[src/rtl/dual_sema_bank.sv]
module dual_sema_bank #(
  parameter int N_SEM  = 8,
  parameter int DATA_W = 16,
  localparam int IDX_W = $clog2(N_SEM)
) (
  input  logic              clk,
  input  logic              rst_n,
  input  logic              l_sel,
  input  logic              l_we,
  input  logic              l_oe,
  input  logic [IDX_W-1:0]  l_idx,
  input  logic              l_wbit,
  output logic [DATA_W-1:0] l_rdata,
  input  logic              r_sel,
  input  logic              r_we,
  input  logic              r_oe,
  input  logic [IDX_W-1:0]  r_idx,
  input  logic              r_wbit,
  output logic [DATA_W-1:0] r_rdata
);

  logic [N_SEM-1:0] req_l, req_r, own_l, own_r;
  logic [N_SEM-1:0] req_l_n, req_r_n, own_l_n, own_r_n;
  logic act_l, act_r, cap_l, cap_r;

  wire wr_l = l_sel & l_we;
  wire wr_r = r_sel & r_we;
  wire rd_l = l_sel & l_oe;
  wire rd_r = r_sel & r_oe;

  always_comb begin
    for (int i = 0; i < N_SEM; i++) begin
      req_l_n[i] = (wr_l && l_idx == IDX_W'(i)) ? ~l_wbit : req_l[i];
      req_r_n[i] = (wr_r && r_idx == IDX_W'(i)) ? ~r_wbit : req_r[i];
      own_l_n[i] = req_l_n[i] & ~(own_r[i] & req_r_n[i]);
      own_r_n[i] = req_r_n[i] & ~own_l_n[i];
    end
  end

  always_ff @(posedge clk) begin
    if (!rst_n) begin
      req_l <= '0;
      req_r <= '0;
      own_l <= '0;
      own_r <= '0;
      act_l <= 1'b0;
      act_r <= 1'b0;
      cap_l <= 1'b1;
      cap_r <= 1'b1;
    end else begin
      req_l <= req_l_n;
      req_r <= req_r_n;
      own_l <= own_l_n;
      own_r <= own_r_n;
      act_l <= rd_l;
      act_r <= rd_r;
      if (rd_l && !act_l) cap_l <= ~own_l[l_idx];
      if (rd_r && !act_r) cap_r <= ~own_r[r_idx];
    end
  end

  assign l_rdata = {DATA_W{cap_l}};
  assign r_rdata = {DATA_W{cap_r}};


  single_owner_chk: assert property (@(posedge clk) disable iff (!rst_n)
    (own_l & own_r) == '0);


  left_keeps_lock_chk: assert property (@(posedge clk) disable iff (!rst_n)
    (|($past(own_l) & ~own_l)) |-> $past(wr_l && l_wbit));


  right_keeps_lock_chk: assert property (@(posedge clk) disable iff (!rst_n)
    (|($past(own_r) & ~own_r)) |-> $past(wr_r && r_wbit));


  left_wins_tie_chk: assert property (@(posedge clk) disable iff (!rst_n)
    (wr_l && !l_wbit && wr_r && !r_wbit && l_idx == r_idx &&
     !own_l[l_idx] && !own_r[l_idx]) |=> own_l[$past(l_idx)]);


  left_read_hold_chk: assert property (@(posedge clk) disable iff (!rst_n)
    (rd_l && act_l) |=> $stable(l_rdata));


  right_read_hold_chk: assert property (@(posedge clk) disable iff (!rst_n)
    (rd_r && act_r) |=> $stable(r_rdata));

endmodule

[config.mk]
export PLATFORM = sky130hd
export DESIGN_NAME = dual_sema_bank
export DESIGN_NICKNAME = d
export VERILOG_FILES = /design/src/rtl/dual_sema_bank.sv
export SDC_FILE = /design/constraint.sdc
export NUM_CORES = 1
export LEC_CHECK = 0
export BUFFER_PORTS_ARGS = -buffer_cell sky130_fd_sc_hd__buf_2
export CAP_MARGIN = 0
export CORE_MARGIN = 10
export CORE_UTILIZATION = 52
export DETAILED_ROUTE_END_ITERATION = 10
export PLACE_DENSITY = 0.89
export SYNTH_ARGS = -nofsm -noshare
export SYNTH_HDL_FRONTEND = slang
export SYNTH_SLANG_ARGS = --single-unit
[constraint.sdc]
create_clock -name clk -period 1.95 [get_ports clk]
set_input_delay 0.585 -clock clk [delete_from_list [all_inputs] [get_ports clk]]
set_output_delay 0.585 -clock clk [all_outputs]
set_load 0.01 [all_outputs]
Word level (Yosys, flattened, before mapping)
Cells that the tools add are included.

word-level totals
  register bits = 36
  bits of input ports = 16
  output and inout port bits = 32
  logic and storage cells = 114

operators by class
  magnitude comparators = 2
  equality and inequality tests = 14
  multiplexer cells = 20
  bitwise gates (word level) = 48
  reduce and logical (&&, ||, !) cells = 22

operator list
  cell                  count
  $and A1 B1 Y1         28
  $eq A3 B3 Y1 const B  8
  $not A1 Y1            20
  $logic_and A1 B1 Y1   18
  $mux W1               18
  $eq A3 B2 Y1 const B  4
  $lt A3 B4 Y1 const B  2
  $bmux W1 S3           2
  $eq A3 B1 Y1 const B  2
  $logic_not A3 Y1      2
  $logic_not A1 Y1      2

Logic depth before layout (Yosys ltp)
  word-level depth = 8
  depth in mapped cells = 5

Worst setup path after synthesis
OpenSTA, ideal clock, no wires.

  kind = input -> register
  from = input port l_idx[0]
  to = register cap_l
  library setup time = 0.081 ns
  arrival time = 1.500 ns
  setup slack = 0.370 ns
  stages = 5
  path buffers = 1
  cells stage by stage = buf_6 -> mux4_2 -> nor2_1 -> a31oi_1 -> a41oi_1

between the ends
  cells in the longest elaborated chain, start to end = 3

ends and longest elaborated chain
  item                           RTL line  RTL
  start: declaration             11        input logic [IDX_W-1:0] l_idx,
  $bmux W1 S3                    57        if (rd_l && !act_l) cap_l <= ~own_l[l_idx];
  $mux W1 (not written as such)  57
  $not A1 Y1                     57
  end signal: assignment         57
  end: declaration               24        logic act_l, act_r, cap_l, cap_r;

No other way between the ends. The select of a mux whose other input is x is not followed.
A chain may end at the register's enable or synchronous reset.

Final worst setup path
  from = register cap_l
  to = output port l_rdata[13]

RTL lines
  item              RTL line  RTL
  end: declaration  13        output logic [DATA_W-1:0] l_rdata,

No word-level cell between the ends.

==> impl_metrics.env <==
export IMPL_hp_class="flop to flop"
export IMPL_postCtsHoldBufs=0
export IMPL_path_buf_inv=1
export IMPL_num_rows=21
export IMPL_cts_resized=0
export IMPL_postCtsSetupBuffers=0
export IMPL_routabilityCongestion=0.864
export IMPL_ant_nets=0
export IMPL_synthArstFlopShare_pct=0
export IMPL_clockBufferDepth=2
export IMPL_r2r_setup_slack_ps=660
export IMPL_synth_top_area_cell="dfxtp_1"
export IMPL_r2r_end="cap_r"
export IMPL_post_synth_top_count_cell="dfxtp_1"
export IMPL_fin_area_um2=1880
export IMPL_tightest_slew_ps=614
export IMPL_first_pass_iters=4
export IMPL_finalCritPeriodShare_pct=86.7
export IMPL_fp_dieArea_um2=6210
export IMPL_die_h_um=78.8
export IMPL_nFillCells=302
export IMPL_status="complete, no violations"
export IMPL_grt_pass1_wl_um=5990
export IMPL_met1_usage_pct=12.6
export IMPL_critPathRequiredTime_ps=1360
export IMPL_syn2layout_area_growth_pct=4.39
export IMPL_cts_reportedPaths_clkPinSlew_ps=100
export IMPL_cts_sinks=36
export IMPL_setup_tns_ps=0
export IMPL_hold_violations=0
export IMPL_grt_max_degree=21
export IMPL_syn_inst=180
export IMPL_pwr_density_cell_nw_per_um2=702
export IMPL_num_vias=1297
export IMPL_slew_headroom_pct=58.6
export IMPL_critPathTopFamily="flip-flops"
export IMPL_cp_depth=1
export IMPL_multiInputGateArea_um2=777
export IMPL_netlist_area_um2=1800
export IMPL_worst_setup_path_start_kind="flop"
export IMPL_seqCellArea_um2=721
export IMPL_min_path_cells=1
export IMPL_fin_nets=213
export IMPL_drc=0
export IMPL_gr_max_usage_layer="met2"
export IMPL_grt_pass1_vias=1230
export IMPL_drtIter0Drc=60
export IMPL_htree_levels=2
export IMPL_antenna_found_initial=0
export IMPL_crit_path_end="l_rdata[13]"
export IMPL_yosys_warnings=0
export IMPL_whs_ps=477
export IMPL_critPathMaxFanout=17
export IMPL_track_usage_pct=12.0
export IMPL_clock_fmax_ghz=0.592
export IMPL_cpMaxStageDelayCell="dfxtp_1"
export IMPL_core_area_um2=3340
export IMPL_period_minus_slack_ps=1690
export IMPL_dpl_cell_area_um2=1820
export IMPL_drive_gt1_share_pct=38.4
export IMPL_syn_area_per_cell_um2=9.98
export IMPL_end_kind="output pin"
export IMPL_wl_per_cell_um=15.3
export IMPL_cp_slowest_stage_delay_ps=550
export IMPL_rsz0062_at_grt="no"
export IMPL_synthTopCellsByCount="36 x dfxtp_1, 32 x buf_4, 9 x nor2_1"
export IMPL_synth_top_area_share_pct=40.1
export IMPL_cts_tree="built"
export IMPL_grt_use_met3_pct=7.21
export IMPL_path_cells="buf_2"
export IMPL_yosys_top_cells_area="dfxtp_1 40%, buf_4 13%, o31ai_1 3.3%"
export IMPL_cap_viol_max_count=0
export IMPL_dp_slack_ps=126
export IMPL_crit_start="cap_l"
export IMPL_irDropWorstVdd_mv=0.278
export IMPL_vias_per_cell=5.32
export IMPL_power_leakage_nw=0.746
export IMPL_cts_root_buf="clkbuf_4"
export IMPL_synth_edf_count=0
export IMPL_arrival_ps=1110
export IMPL_finalSetupViolCount=0
export IMPL_place_hpwl_um=2860
export IMPL_ff2ff_path_depth=4
export IMPL_clkLatencyLatePin_ps=350
export IMPL_numCtsBuffers=5
export IMPL_synth_ff_type="dfxtp_1"
export IMPL_io_pin_count=48
export IMPL_ys_seq_area_share_pct=40.1
export IMPL_path_class="flop to output pin"
export IMPL_synth_seq_cells=36
export IMPL_diodes=0
export IMPL_finalWorstSetupSlack_ps=260
export IMPL_grtUsageMet2_pct=19.2
export IMPL_port_buffers=47
export IMPL_power_mw=1.32
export IMPL_mappedNetlistNets=196
export IMPL_skew_ps=8.29
export IMPL_start_util_pct=53.8
export IMPL_drv_slew=0
export IMPL_gr_total_overflow=0
export IMPL_drt_wl_total_um=3730
export IMPL_r2r_start="own_r[5]"
export IMPL_yosysUniqueCellTypes=33
export IMPL_dieWidth_um=78.8
==> worst min path at each step <==
| stage | from | end | slack, ps |
|---|---|---|---|
| floorplan | own_r[5] | own_l[5] | 430 |
| global placement | own_r[0] | own_l[0] | 450 |
| detailed placement | own_r[1] | own_l[1] | 460 |
| CTS | own_r[4] | own_l[4] | 470 |
| global route | r_oe | act_r | 470 |
| finish | own_r[4] | own_l[4] | 480 |
==> stage by stage <==
step / util, % / std cells
after floorplan: - / 180
after global placement: 54.4 / 236
after detailed placement: 54.4 / 236
after CTS: 56.2 / 244
after global routing: 56.2 / 244
final: 56.2 / 244
==> cells by family (layout without fill, tap and decap cells) <==
group / count (synthesis) / count (layout) / share of synthesized area [%]
compound gates: 50 / 50 / 20.3
buf+inv: 41 / 59 / 16.6
flops: 36 / 36 / 40.1
mux: 6 / 6 / 4.74
simple gates: 47 / 47 / 18.2
==> flip-flops by register name, indices dropped and copies added (netlist names) <==
| register | cells |
|---|---|
| req_r | 8 |
| cap_r | 1 |
| own_l | 8 |
| cap_l | 1 |
| act_l | 1 |
| own_r | 8 |
| req_l | 8 |
| act_r | 1 |
==> layer usage <==
metal | vias to the layer above | share of wire, % | routed length [um]
met5 | - | 0 | 0
met4 | 0 | 2.0 | 75
met3 | 9 | 10 | 387
met2 | 39 | 46 | 1720
met1 | 597 | 41 | 1550
li1 | 652 | - | -
==> where the power goes <==
group	leakage (nW)	internal, mW	switching (mW)	total, mW
Clock	0.0326	0.178	0.236	0.414
Sequential	0.291	0.746	0.00819	0.754
Combinational	0.423	0.0571	0.0915	0.149
==> layout by cell type (no fill, tap or decap), types with 3 or more instances in the layout <==
| cell | netlist | final |
|---|---|---|
| buf_4 | 32 | 3 |
| a211oi_1 | 3 | 3 |
| a21oi_2 | 5 | 5 |
| o21ai_1 | 5 | 5 |
| a21boi_2 | 5 | 5 |
| clkbuf_4 | 0 | 5 |
| or3_1 | 5 | 5 |
| o21ai_0 | 7 | 7 |
| buf_2 | 2 | 47 |
| mux2i_1 | 4 | 4 |
| and2_1 | 8 | 8 |
| nand2_1 | 4 | 4 |
| dfxtp_1 | 36 | 36 |
| o211a_1 | 3 | 3 |
| a21oi_1 | 7 | 7 |
| nor2_1 | 9 | 9 |
| o31ai_1 | 8 | 8 |
| nor3b_1 | 5 | 5 |
==> final cells by class <==
class                      instances  share of cell area, %
clock buffer                       8                   3.14
inverter                           1                  0.200
multi-input combinational        103                   41.4
sequential                        36                   38.4
tap                               46                   3.07
timing repair buffer              50                   13.7
Power figures use the tool's default switching activity.
